## config.mk

```make
export PLATFORM = sky130hd
export DESIGN_NAME = tri_port_pio
export DESIGN_NICKNAME = d
export VERILOG_FILES = /design/src/rtl/tpp_pkg.sv /design/src/rtl/tpp_sync_fall.sv /design/src/rtl/tpp_ctrl.sv /design/src/rtl/tpp_hs_chan.sv /design/src/rtl/tpp_pcmap.sv /design/src/rtl/tri_port_pio.sv
export SDC_FILE = /design/constraint.sdc
export NUM_CORES = 1
export LEC_CHECK = 0
export BUFFER_PORTS_ARGS = -buffer_cell sky130_fd_sc_hd__buf_2
export CAP_MARGIN = 20
export CORE_ASPECT_RATIO = 1.1
export CORE_MARGIN = 2
export CORE_UTILIZATION = 30
export DETAILED_ROUTE_END_ITERATION = 8
export HOLD_SLACK_MARGIN = 0.15
export SYNTH_ARGS = -nofsm -noshare
export SYNTH_HDL_FRONTEND = slang
export SYNTH_SLANG_ARGS = --single-unit
```

## constraint.sdc

```tcl
create_clock -name clk -period 1.9 [get_ports clk]
set_input_delay 0.19 -clock clk [delete_from_list [all_inputs] [get_ports clk]]
set_output_delay 0.19 -clock clk [all_outputs]
set_load 0.01 [all_outputs]
```

## src/rtl/tpp_pkg.sv

```systemverilog
package tpp_pkg;
  localparam int unsigned BYTE_W = 8;

  localparam logic [1:0] SEL_A   = 2'd0;
  localparam logic [1:0] SEL_B   = 2'd1;
  localparam logic [1:0] SEL_C   = 2'd2;
  localparam logic [1:0] SEL_CTL = 2'd3;

  // Port C pin roles in the strobed and bidirectional modes
  localparam int unsigned PC_A_FULLN = 7;
  localparam int unsigned PC_A_ACK   = 6;
  localparam int unsigned PC_A_IBF   = 5;
  localparam int unsigned PC_A_STB   = 4;
  localparam int unsigned PC_A_IRQ   = 3;
  localparam int unsigned PC_B_HS    = 2;
  localparam int unsigned PC_B_FLAG  = 1;
  localparam int unsigned PC_B_IRQ   = 0;

  typedef struct packed {
    logic [1:0] a_mode;
    logic       a_in;
    logic       cu_in;
    logic       b_mode;
    logic       b_in;
    logic       cl_in;
  } cfg_t;

  localparam cfg_t CFG_RESET = '{a_mode: 2'b00, a_in: 1'b1, cu_in: 1'b1,
                                 b_mode: 1'b0, b_in: 1'b1, cl_in: 1'b1};
endpackage

```

## src/rtl/tpp_sync_fall.sv

```systemverilog
module tpp_sync_fall #(
  parameter int unsigned STAGES = 2
) (
  input  logic clk,
  input  logic rst_n,
  input  logic pin,
  output logic lvl,
  output logic fall
);
  localparam int unsigned LAST = STAGES - 1;

  logic [STAGES-1:0] sh_q, sh_d;
  logic              prev_q;

  always_comb begin
    sh_d = {sh_q[STAGES-2:0], pin};
  end

  always_ff @(posedge clk or negedge rst_n) begin
    if (!rst_n) begin
      sh_q   <= '1;
      prev_q <= 1'b1;
    end else begin
      sh_q   <= sh_d;
      prev_q <= sh_q[LAST];
    end
  end

  assign lvl  = sh_q[LAST];
  assign fall = prev_q & ~sh_q[LAST];
endmodule

```

## src/rtl/tpp_ctrl.sv

```systemverilog
module tpp_ctrl
  import tpp_pkg::*;
(
  input  logic              clk,
  input  logic              rst_n,
  input  logic              wr_ctl,
  input  logic              wr_a,
  input  logic              wr_b,
  input  logic              wr_c,
  input  logic [BYTE_W-1:0] wdata,
  output cfg_t              cfg,
  output logic [BYTE_W-1:0] a_lat,
  output logic [BYTE_W-1:0] b_lat,
  output logic [BYTE_W-1:0] pc_lat,
  output logic              mode_set
);
  cfg_t              cfg_q, cfg_d;
  logic [BYTE_W-1:0] a_q, a_d, b_q, b_d, c_q, c_d;
  logic              en;

  assign mode_set = wr_ctl & wdata[7];
  assign en       = wr_ctl | wr_a | wr_b | wr_c;

  always_comb begin
    cfg_d = cfg_q;
    a_d   = a_q;
    b_d   = b_q;
    c_d   = c_q;
    if (mode_set) begin
      cfg_d = cfg_t'(wdata[6:0]);
      a_d   = '0;
      b_d   = '0;
      c_d   = '0;
    end else if (wr_ctl) begin
      c_d[wdata[3:1]] = wdata[0];
    end
    if (wr_a) a_d = wdata;
    if (wr_b) b_d = wdata;
    if (wr_c) c_d = wdata;
  end

  always_ff @(posedge clk or negedge rst_n) begin
    if (!rst_n) begin
      cfg_q <= CFG_RESET;
      a_q   <= '0;
      b_q   <= '0;
      c_q   <= '0;
    end else if (en) begin
      cfg_q <= cfg_d;
      a_q   <= a_d;
      b_q   <= b_d;
      c_q   <= c_d;
    end
  end

  assign cfg    = cfg_q;
  assign a_lat  = a_q;
  assign b_lat  = b_q;
  assign pc_lat = c_q;
endmodule

```

## src/rtl/tpp_hs_chan.sv

```systemverilog
module tpp_hs_chan #(
  parameter int unsigned W = 8
) (
  input  logic         clk,
  input  logic         rst_n,
  input  logic         clr,
  input  logic         in_en,
  input  logic         out_en,
  input  logic         stb_fall,
  input  logic         ack_fall,
  input  logic         rd_hit,
  input  logic         wr_hit,
  input  logic [W-1:0] din,
  output logic [W-1:0] in_lat,
  output logic         ibf,
  output logic         obf
);
  logic [W-1:0] lat_q, lat_d;
  logic         ibf_q, ibf_d, obf_q, obf_d;
  logic         en;

  assign en = clr | in_en | out_en;

  always_comb begin
    lat_d = lat_q;
    ibf_d = ibf_q;
    obf_d = obf_q;
    if (clr) begin
      lat_d = '0;
      ibf_d = 1'b0;
      obf_d = 1'b0;
    end else begin
      if (in_en && stb_fall) begin
        lat_d = din;
        ibf_d = 1'b1;
      end else if (in_en && rd_hit) begin
        ibf_d = 1'b0;
      end
      if (out_en && wr_hit) begin
        obf_d = 1'b1;
      end else if (out_en && ack_fall) begin
        obf_d = 1'b0;
      end
    end
  end

  always_ff @(posedge clk or negedge rst_n) begin
    if (!rst_n) begin
      lat_q <= '0;
      ibf_q <= 1'b0;
      obf_q <= 1'b0;
    end else if (en) begin
      lat_q <= lat_d;
      ibf_q <= ibf_d;
      obf_q <= obf_d;
    end
  end

  assign in_lat = lat_q;
  assign ibf    = ibf_q;
  assign obf    = obf_q;
endmodule

```

## src/rtl/tpp_pcmap.sv

```systemverilog
module tpp_pcmap
  import tpp_pkg::*;
(
  input  cfg_t              cfg,
  input  logic [BYTE_W-1:0] pc_lat,
  input  logic              ibf_a,
  input  logic              obf_a,
  input  logic              ibf_b,
  input  logic              obf_b,
  input  logic              irq_a,
  input  logic              irq_b,
  output logic [BYTE_W-1:0] pc_out,
  output logic [BYTE_W-1:0] pc_oe
);
  localparam int unsigned HALF = BYTE_W / 2;

  always_comb begin
    pc_out = pc_lat;
    pc_oe  = {{HALF{~cfg.cu_in}}, {HALF{~cfg.cl_in}}};
    if (cfg.a_mode[1]) begin
      pc_out[PC_A_FULLN] = ~obf_a;
      pc_oe[PC_A_FULLN]  = 1'b1;
      pc_oe[PC_A_ACK]    = 1'b0;
      pc_out[PC_A_IBF]   = ibf_a;
      pc_oe[PC_A_IBF]    = 1'b1;
      pc_oe[PC_A_STB]    = 1'b0;
      pc_out[PC_A_IRQ]   = irq_a;
      pc_oe[PC_A_IRQ]    = 1'b1;
    end else if (cfg.a_mode[0]) begin
      pc_out[PC_A_IRQ] = irq_a;
      pc_oe[PC_A_IRQ]  = 1'b1;
      if (cfg.a_in) begin
        pc_oe[PC_A_STB]  = 1'b0;
        pc_out[PC_A_IBF] = ibf_a;
        pc_oe[PC_A_IBF]  = 1'b1;
      end else begin
        pc_out[PC_A_FULLN] = ~obf_a;
        pc_oe[PC_A_FULLN]  = 1'b1;
        pc_oe[PC_A_ACK]    = 1'b0;
      end
    end
    if (cfg.b_mode) begin
      pc_oe[PC_B_HS]    = 1'b0;
      pc_out[PC_B_FLAG] = cfg.b_in ? ibf_b : ~obf_b;
      pc_oe[PC_B_FLAG]  = 1'b1;
      pc_out[PC_B_IRQ]  = irq_b;
      pc_oe[PC_B_IRQ]   = 1'b1;
    end
  end
endmodule

```

## src/rtl/tri_port_pio.sv

```systemverilog
module tri_port_pio
  import tpp_pkg::*;
#(
  parameter int unsigned SYNC_STAGES = 2
) (
  input  logic              clk,
  input  logic              rst_n,
  input  logic              cs,
  input  logic              rd,
  input  logic              wr,
  input  logic [1:0]        addr,
  input  logic [BYTE_W-1:0] wdata,
  output logic [BYTE_W-1:0] rdata,
  input  logic [BYTE_W-1:0] pa_in,
  output logic [BYTE_W-1:0] pa_out,
  output logic              pa_oe,
  input  logic [BYTE_W-1:0] pb_in,
  output logic [BYTE_W-1:0] pb_out,
  output logic              pb_oe,
  input  logic [BYTE_W-1:0] pc_in,
  output logic [BYTE_W-1:0] pc_out,
  output logic [BYTE_W-1:0] pc_oe
);
  localparam int unsigned HS_N = 3;

  cfg_t              cfg;
  logic [BYTE_W-1:0] a_lat, b_lat, pc_lat;
  logic              mode_set;
  logic              wr_a, wr_b, wr_c, wr_ctl, rd_a, rd_b;
  logic              a_m1, a_m2, a_in_en, a_out_en, b_in_en, b_out_en;
  logic [HS_N-1:0]   hs_pin, hs_lvl, hs_fall;
  logic [BYTE_W-1:0] in_lat_a, in_lat_b;
  logic              ibf_a, obf_a, ibf_b, obf_b, irq_a, irq_b;

  assign wr_a   = cs & wr & (addr == SEL_A);
  assign wr_b   = cs & wr & (addr == SEL_B);
  assign wr_c   = cs & wr & (addr == SEL_C);
  assign wr_ctl = cs & wr & (addr == SEL_CTL);
  assign rd_a   = cs & rd & (addr == SEL_A);
  assign rd_b   = cs & rd & (addr == SEL_B);

  tpp_ctrl u_ctrl (
    .clk(clk), .rst_n(rst_n), .wr_ctl(wr_ctl), .wr_a(wr_a), .wr_b(wr_b),
    .wr_c(wr_c), .wdata(wdata), .cfg(cfg), .a_lat(a_lat), .b_lat(b_lat),
    .pc_lat(pc_lat), .mode_set(mode_set)
  );

  assign a_m1     = (cfg.a_mode == 2'b01);
  assign a_m2     = cfg.a_mode[1];
  assign a_in_en  = (a_m1 & cfg.a_in) | a_m2;
  assign a_out_en = (a_m1 & ~cfg.a_in) | a_m2;
  assign b_in_en  = cfg.b_mode & cfg.b_in;
  assign b_out_en = cfg.b_mode & ~cfg.b_in;

  // index 0: group B strobe/ack, 1: group A strobe, 2: group A ack
  assign hs_pin = {pc_in[PC_A_ACK], pc_in[PC_A_STB], pc_in[PC_B_HS]};

  for (genvar g = 0; g < HS_N; g++) begin : g_sync
    tpp_sync_fall #(.STAGES(SYNC_STAGES)) u_sync (
      .clk(clk), .rst_n(rst_n), .pin(hs_pin[g]), .lvl(hs_lvl[g]), .fall(hs_fall[g])
    );
  end

  tpp_hs_chan #(.W(BYTE_W)) u_chan_a (
    .clk(clk), .rst_n(rst_n), .clr(mode_set), .in_en(a_in_en), .out_en(a_out_en),
    .stb_fall(hs_fall[1]), .ack_fall(hs_fall[2]), .rd_hit(rd_a), .wr_hit(wr_a),
    .din(pa_in), .in_lat(in_lat_a), .ibf(ibf_a), .obf(obf_a)
  );

  tpp_hs_chan #(.W(BYTE_W)) u_chan_b (
    .clk(clk), .rst_n(rst_n), .clr(mode_set), .in_en(b_in_en), .out_en(b_out_en),
    .stb_fall(hs_fall[0]), .ack_fall(hs_fall[0]), .rd_hit(rd_b), .wr_hit(wr_b),
    .din(pb_in), .in_lat(in_lat_b), .ibf(ibf_b), .obf(obf_b)
  );

  assign irq_a = (a_in_en & ibf_a & pc_lat[PC_A_STB]) |
                 (a_out_en & ~obf_a & pc_lat[PC_A_ACK]);
  assign irq_b = ((b_in_en & ibf_b) | (b_out_en & ~obf_b)) & pc_lat[PC_B_HS];

  tpp_pcmap u_pcmap (
    .cfg(cfg), .pc_lat(pc_lat), .ibf_a(ibf_a), .obf_a(obf_a), .ibf_b(ibf_b),
    .obf_b(obf_b), .irq_a(irq_a), .irq_b(irq_b), .pc_out(pc_out), .pc_oe(pc_oe)
  );

  assign pa_out = a_lat;
  assign pb_out = b_lat;
  assign pa_oe  = a_m2 ? ~hs_lvl[2] : ~cfg.a_in;
  assign pb_oe  = ~cfg.b_in;

  always_comb begin
    rdata = '0;
    if (cs && rd) begin
      unique case (addr)
        SEL_A:   rdata = a_in_en ? in_lat_a :
                         ((cfg.a_mode == 2'b00) && cfg.a_in) ? pa_in : a_lat;
        SEL_B:   rdata = b_in_en ? in_lat_b :
                         (!cfg.b_mode && cfg.b_in) ? pb_in : b_lat;
        SEL_C:   rdata = (pc_oe & pc_out) | (~pc_oe & pc_in);
        default: rdata = {1'b1, cfg};
      endcase
    end
  end
endmodule

```

Word level (Yosys, flattened, before mapping)
Index checks and enable logic that the tools add are counted.

cells by class
  reduce and logical (&&, ||, !) cells = 34
  bitwise gates (word level) = 47
  multiplexer cells = 47
  equality and inequality tests = 4
  $lt $le $gt $ge = 2

operators with widths
  kind                                                                                  number
  8-bit two-way mux                                                                     15
  8-bit case mux with 3 select lines                                                    1
  1-bit AND                                                                             23
  1-bit two-way mux                                                                     23
  2-bit AND reduction                                                                   10
  8-bit AND                                                                             2
  3-bit nonzero test                                                                    5
  1-bit logical AND                                                                     12
  1-bit bitwise OR                                                                      11
  5-bit two-way mux                                                                     2
  1-bit inverter                                                                        9
  8-bit bitwise mux                                                                     1
  8-bit inverter                                                                        1
  8-bit bitwise OR                                                                      1
  2-bit nonzero test                                                                    4
  2-bit two-way mux                                                                     3
  2-bit by 1-bit == test with 1-bit output (second input constant)                      2
  2-bit == test (second input constant)                                                 2
  2-bit logical NOT                                                                     2
  3-bit by 4-bit less-than comparator with 1-bit output (second input constant)         1
  1-bit demux with 3-bit select                                                         1
  3-bit by 1-bit greater-or-equal comparator with 1-bit output (second input constant)  1
  3-bit two-way mux                                                                     1
  1-bit logical NOT                                                                     1

word-level totals
  input bits = 39
  bits in registers = 60
  logic and storage cells = 155
  output and inout bits = 42

Longest topological paths before layout
  depth after elaboration = 12
  mapped depth = 6
  depth with buffers taken out = 4

Cells and area by module
From an unflattened synthesis, not the netlist that was laid out.

unflattened totals
  cells, all modules = 367
  area, all modules = 3,585.9 µm²

by module, submodules not included
  module         area each (µm²)  instances  sequential area each (µm²)  cells an instance
  tpp_ctrl       1,402.6          1          780.7                       133
  tpp_hs_chan    496.7            2          250.2                       46
  tri_port_pio   749.5            1          0.0                         106
  tpp_sync_fall  92.6             3          78.8                        4
  tpp_pcmap      162.7            1          0.0                         24

Worst setup path after synthesis
No wires, ideal clock.

  path kind = register to output
  start = register u_ctrl.cfg_q, in the netlist u_ctrl.cfg[4]
  end = output rdata[7]
  slack = 0.029 ns
  data arrival time = 1.681 ns
  path buffers = 1
  stages on the path, launching flop included = 6
  required time = 1.710 ns
  path through = dfstp_2 buf_2 nor2b_4 nor2_1 mux2_2 a211oi_1

between the ends
  word-level cells in the longest chain between the ends = 8
  elaborated cells on any way between the ends = 17
  those cells by class = mux: 10; bitwise: 6; reduce/logical: 1

ends and longest elaborated chain
  what                                  RTL line            RTL
  start, declared                       tpp_ctrl.sv:17      cfg_t cfg_q, cfg_d;
  start signal, assigned                tpp_ctrl.sv:49      cfg_q <= cfg_d;
  2-bit two-way mux                     tpp_pcmap.sv:32     if (cfg.a_in) begin
  5-bit two-way mux                     tpp_pcmap.sv:29     end else if (cfg.a_mode[0]) begin
  5-bit two-way mux                     tpp_pcmap.sv:20     if (cfg.a_mode[1]) begin
  8-bit inverter                        tri_port_pio.sv:98  SEL_C: rdata = (pc_oe & pc_out) | (~pc_oe & pc_in);
  8-bit AND                             tri_port_pio.sv:98
  8-bit bitwise OR                      tri_port_pio.sv:98
  8-bit case mux with 3 select lines *  tri_port_pio.sv:93  unique case (addr)
  8-bit two-way mux *                   tri_port_pio.sv:92  if (cs && rd) begin
  end, declared                         tri_port_pio.sv:13  output logic [BYTE_W-1:0] rdata,

Mark *: on every way between the ends. The rest lies on a longest branch, timed or not.

Final worst setup path
  start = register u_ctrl.cfg_q, in the netlist u_ctrl.cfg[4]
  end = output rdata[0]

between the ends
  word-level cells in the longest chain between the ends = 5
  elaborated cells on any way between the ends = 7
  those cells by class = mux: 4; bitwise: 2; reduce/logical: 1

ends and longest elaborated chain
  what                                                   RTL line                                RTL
  1-bit AND or 1-bit logical AND (tied branches)         tri_port_pio.sv:50, tri_port_pio.sv:95
  1-bit bitwise OR or 8-bit two-way mux (tied branches)  tri_port_pio.sv:50, tri_port_pio.sv:95
  8-bit two-way mux *                                    tri_port_pio.sv:94                      SEL_A: rdata = a_in_en ? in_lat_a :
  8-bit case mux with 3 select lines *                   tri_port_pio.sv:93
  8-bit two-way mux *                                    tri_port_pio.sv:92

Marked as above.

==> results.sh <==
export IMPL_start_util=0.305
export IMPL_clk_latency_ns=0.33
export IMPL_ys_dominant_reg_cell="dfrtp_1"
export IMPL_path_cells="buf_4 -> nand2b_4 -> o22ai_2 -> a221oi_2 -> buf_4 -> o22ai_2 -> buf_2"
export IMPL_critical_path_data_required_time_ns=1.71
export IMPL_syn_inst=382
export IMPL_hold_viol=0
export IMPL_die_w_um=106
export IMPL_setup_slack_ns=-0.197
export IMPL_clock_fmax_mhz=477
export IMPL_hold_path_startpoint="wdata[6]"
export IMPL_synth_seq_cells=60
export IMPL_firstDrtPassIters=5
export IMPL_top_usage_layer="met2"
export IMPL_die_h_um=117
export IMPL_timing_hold_worst_class="input pin to register"
export IMPL_grt_first_pass_wirelength_mm=18.6
export IMPL_delay_of_the_slowest_critical_path_stage_ns=0.64
export IMPL_insertedDiodeCount=0
export IMPL_cts_tree="built"
export IMPL_tritoncts_num_buffers=9
export IMPL_arrival_ns=1.91
export IMPL_worst_path_maximum_fanout=6
export IMPL_layout_nets=541
export IMPL_hpwlAfterDp_mm=8.67
export IMPL_worst_path_buf_inv=3
export IMPL_globalRouteMet1Util=0.245
export IMPL_run_status="complete, but fails checks"
export IMPL_gp_congestion=0.865
export IMPL_drive_above_1_share=0.387
export IMPL_number_of_buffer_cells_added_on_primary_ports=80
export IMPL_crit_path_start="u_ctrl.cfg[4]$_DFFE_PN1P_"
export IMPL_via_per_inst=5.37
export IMPL_met2_demand_to_capacity_share_in_global_routing=0.321
export IMPL_crit_path_top_delay_cell="dfstp_2"
export IMPL_core_area_mm2=0.0113
export IMPL_grt_usage=0.195
export IMPL_crit_type="register to primary output"
export IMPL_grt_setup_unrepaired="yes"
export IMPL_synthesis_nets=421
export IMPL_drc=0
export IMPL_peakVddDrop_mv=0.586
export IMPL_drt_total_wl_mm=12.2
export IMPL_io_pins=81
export IMPL_routedWlPerCell_um=18.5
export IMPL_detailedRoute_firstIterationViolations=285
export IMPL_cts_num_sinks=60
export IMPL_synthToLayoutAreaGrowth_pct=42.0
export IMPL_final_max_slew_violation_count=0
export IMPL_r2r_start="u_ctrl.cfg[5]$_DFFE_PN0P_"
export IMPL_synth_async_reset_ratio=1.00
export IMPL_cts_htree_levels=3
export IMPL_ant_nets=0
export IMPL_post_layout_total_power_w=0.00539
export IMPL_endpoint_kind="primary output"
export IMPL_dpl_instance_area_mm2=0.00405
export IMPL_fin_worst_hold_slack_ns=0.149
export IMPL_critical_path_top_delay_family="flip-flops"
export IMPL_netlist_area_mm2=0.00345
export IMPL_powerDensity_mw_per_mm2=1100
export IMPL_met3_usage_in_global_routing=0.0407
export IMPL_grt_start_max_net_pins=43
export IMPL_antenna_violations_before_repair=0
export IMPL_path_clk_slew_ns=0.06
export IMPL_cap_viol_max_count=0
export IMPL_clockBufferDepth=2
export IMPL_failing_checks="setup timing"
export IMPL_postSynthAreaPerCell_um2=9.04
export IMPL_setup_viol=9
export IMPL_routed_via_count=3527
export IMPL_cp_start_kind="register"
export IMPL_row_count=41
export IMPL_yosysSeqAreaShare=0.439
export IMPL_overflow=0
export IMPL_cts_root_buf="clkbuf_16"
export IMPL_finClkSkew_ns=0.00675
export IMPL_fin_crit_sh=1.10
export IMPL_yosysWarnings=0
export IMPL_synth_edff_count=0
export IMPL_grt_pass1_vias=3521
export IMPL_timing_max_slew_rel_slack=0.609
export IMPL_p_leak_nw=2.20
export IMPL_worst_slew_pin_slew_ns=0.585
export IMPL_postLayoutCellArea_mm2=0.00491
export IMPL_total_die_area_mm2=0.0124
export IMPL_synth_lib_cells_used_distinct=57
export IMPL_finalCriticalPeriod_ns=2.10
export IMPL_fillers=1062
[worst min-delay path, delay by kind of cell]
| family | cells | cell delay [ns] |
|---|---|---|
| buffers and inverters | 1 | 0.14 |
| AOI/OAI and AO/OA | 1 | 0.06 |
| and+or+nand+nor | 1 | 0.05 |
[area by class of cell]
| class | count | area (µm²) | area share |
|---|---|---|---|
| clock buffers | 12 | 256 | 0.0523 |
| clock inverters | 4 | 48.8 | 0.00995 |
| inverters | 10 | 37.5 | 0.00765 |
| multi-input cells | 280 | 1900 | 0.387 |
| flip-flops and latches | 60 | 1530 | 0.311 |
| well taps | 150 | 188 | 0.0383 |
| repair buffers | 141 | 953 | 0.194 |
[registers in the layout (all words and copies together) (netlist names), 3 cells and up]
signal	count
u_chan_a.in_lat	8
u_ctrl.pc_lat	8
u_ctrl.b_lat	8
u_ctrl.a_lat	8
u_ctrl.cfg	7
g_sync.u_sync.sh_q	6
u_chan_b.in_lat	8
g_sync.u_sync.prev_q	3
[cells by family after synthesis]
logic type / count (synthesis) / synth area share
AOI/OAI and AO/OA: 124 / 0.241
muxes: 20 / 0.0605
DFF: 60 / 0.439
and+or+nand+nor: 136 / 0.191
buffers and inverters: 42 / 0.0681
[stage by stage]
| step | utilization | TNS [ns] | cells | setup WS (ns) |
|---|---|---|---|---|
| 2_1_floorplan | - | 0 | 382 | 0.0288 |
| 3_3_place_gp | 0.357 | 0 | 605 | 0.0198 |
| 3_5_place_dp | 0.357 | -0.0336 | 605 | -0.0336 |
| 4_1_cts | 0.424 | -1.19 | 650 | -0.180 |
| 5_1_grt | 0.433 | -1.76 | 657 | -0.240 |
| 6_report | 0.433 | -1.30 | 657 | -0.197 |
[cells in the final DEF (no fill, tap or decap), drive strengths merged, types with 10 or more instances in the layout]
master,instances
buf,121
clkbuf,12
dfstp,13
dlygate4sd3,20
a22o,11
inv,10
dfrtp,47
nor2b,11
nand2,65
nor2,20
o21ai,29
a21oi,27
o22ai,14
mux2i,13
[cell usage after synthesis, types with 3 or more instances]
cell type | n | area share
a22oi_1 | 4 | 0.0087
o2111ai_1 | 3 | 0.0076
mux2i_1 | 13 | 0.038
clkbuf_8 | 3 | 0.012
nor2_1 | 20 | 0.022
dfstp_2 | 13 | 0.099
o31a_1 | 3 | 0.0076
nor3b_1 | 3 | 0.0065
a31oi_1 | 3 | 0.0054
dfrtp_1 | 47 | 0.34
buf_4 | 5 | 0.011
o221ai_1 | 3 | 0.0076
o21ai_0 | 29 | 0.042
nand2_1 | 65 | 0.071
clkbuf_1 | 5 | 0.0054
nor2b_1 | 9 | 0.016
a211oi_1 | 5 | 0.011
nor3_1 | 7 | 0.010
a21oi_1 | 26 | 0.038
buf_2 | 17 | 0.025
o32ai_1 | 3 | 0.0076
nand3_1 | 8 | 0.012
o22ai_1 | 14 | 0.025
nand2b_1 | 8 | 0.014
mux2_2 | 7 | 0.023
a22o_1 | 11 | 0.028
inv_1 | 10 | 0.011
[repair_timing]
action | in CTS | in global routing
setup buffers | 9 | 7
hold buffers | 20 | 0
setup endpoints to repair | 12 | 10
resized for setup | 44 | 9
pin swaps | 17 | 3
hold endpoints to repair | 36 | 0
cloned | 0 | 0
[where the power goes]
part / switching (W) / internal, W / total, W
logic: 0.000919 / 0.000893 / 0.00181
clock network: 0.000572 / 0.00108 / 0.00165
registers: 0.000344 / 0.00158 / 0.00192
total: 0.00184 / 0.00356 / 0.00539
[path summary, 6_finish.rpt]
check	to	slack, ns	depth (start not counted)
max	rdata[0]	-0.20	7
min	u_ctrl.b_lat[6]$_DFFE_PN0P_	0.15	3
max reg2reg	u_chan_a.in_lat[5]$_DFFE_PN0P_	0.10	4
min reg2reg	g_sync[2].u_sync.sh_q[1]$_DFF_PN1_	0.35	0
max in group asynchronous	g_sync[1].u_sync.prev_q$_DFF_PN1_	0.89	3
min in group asynchronous	u_chan_b.in_lat[6]$_DFFE_PN0P_	0.35	2
[routing by layer]
layer | wire length, µm | share of wire | vias up
met5 | 0 | 0 | -
li1 | - | - | 1620
met2 | 5810 | 0.48 | 147
met3 | 781 | 0.064 | 36
met4 | 422 | 0.035 | 0
met1 | 5150 | 0.42 | 1724
(Power assumes the default switching activity.)
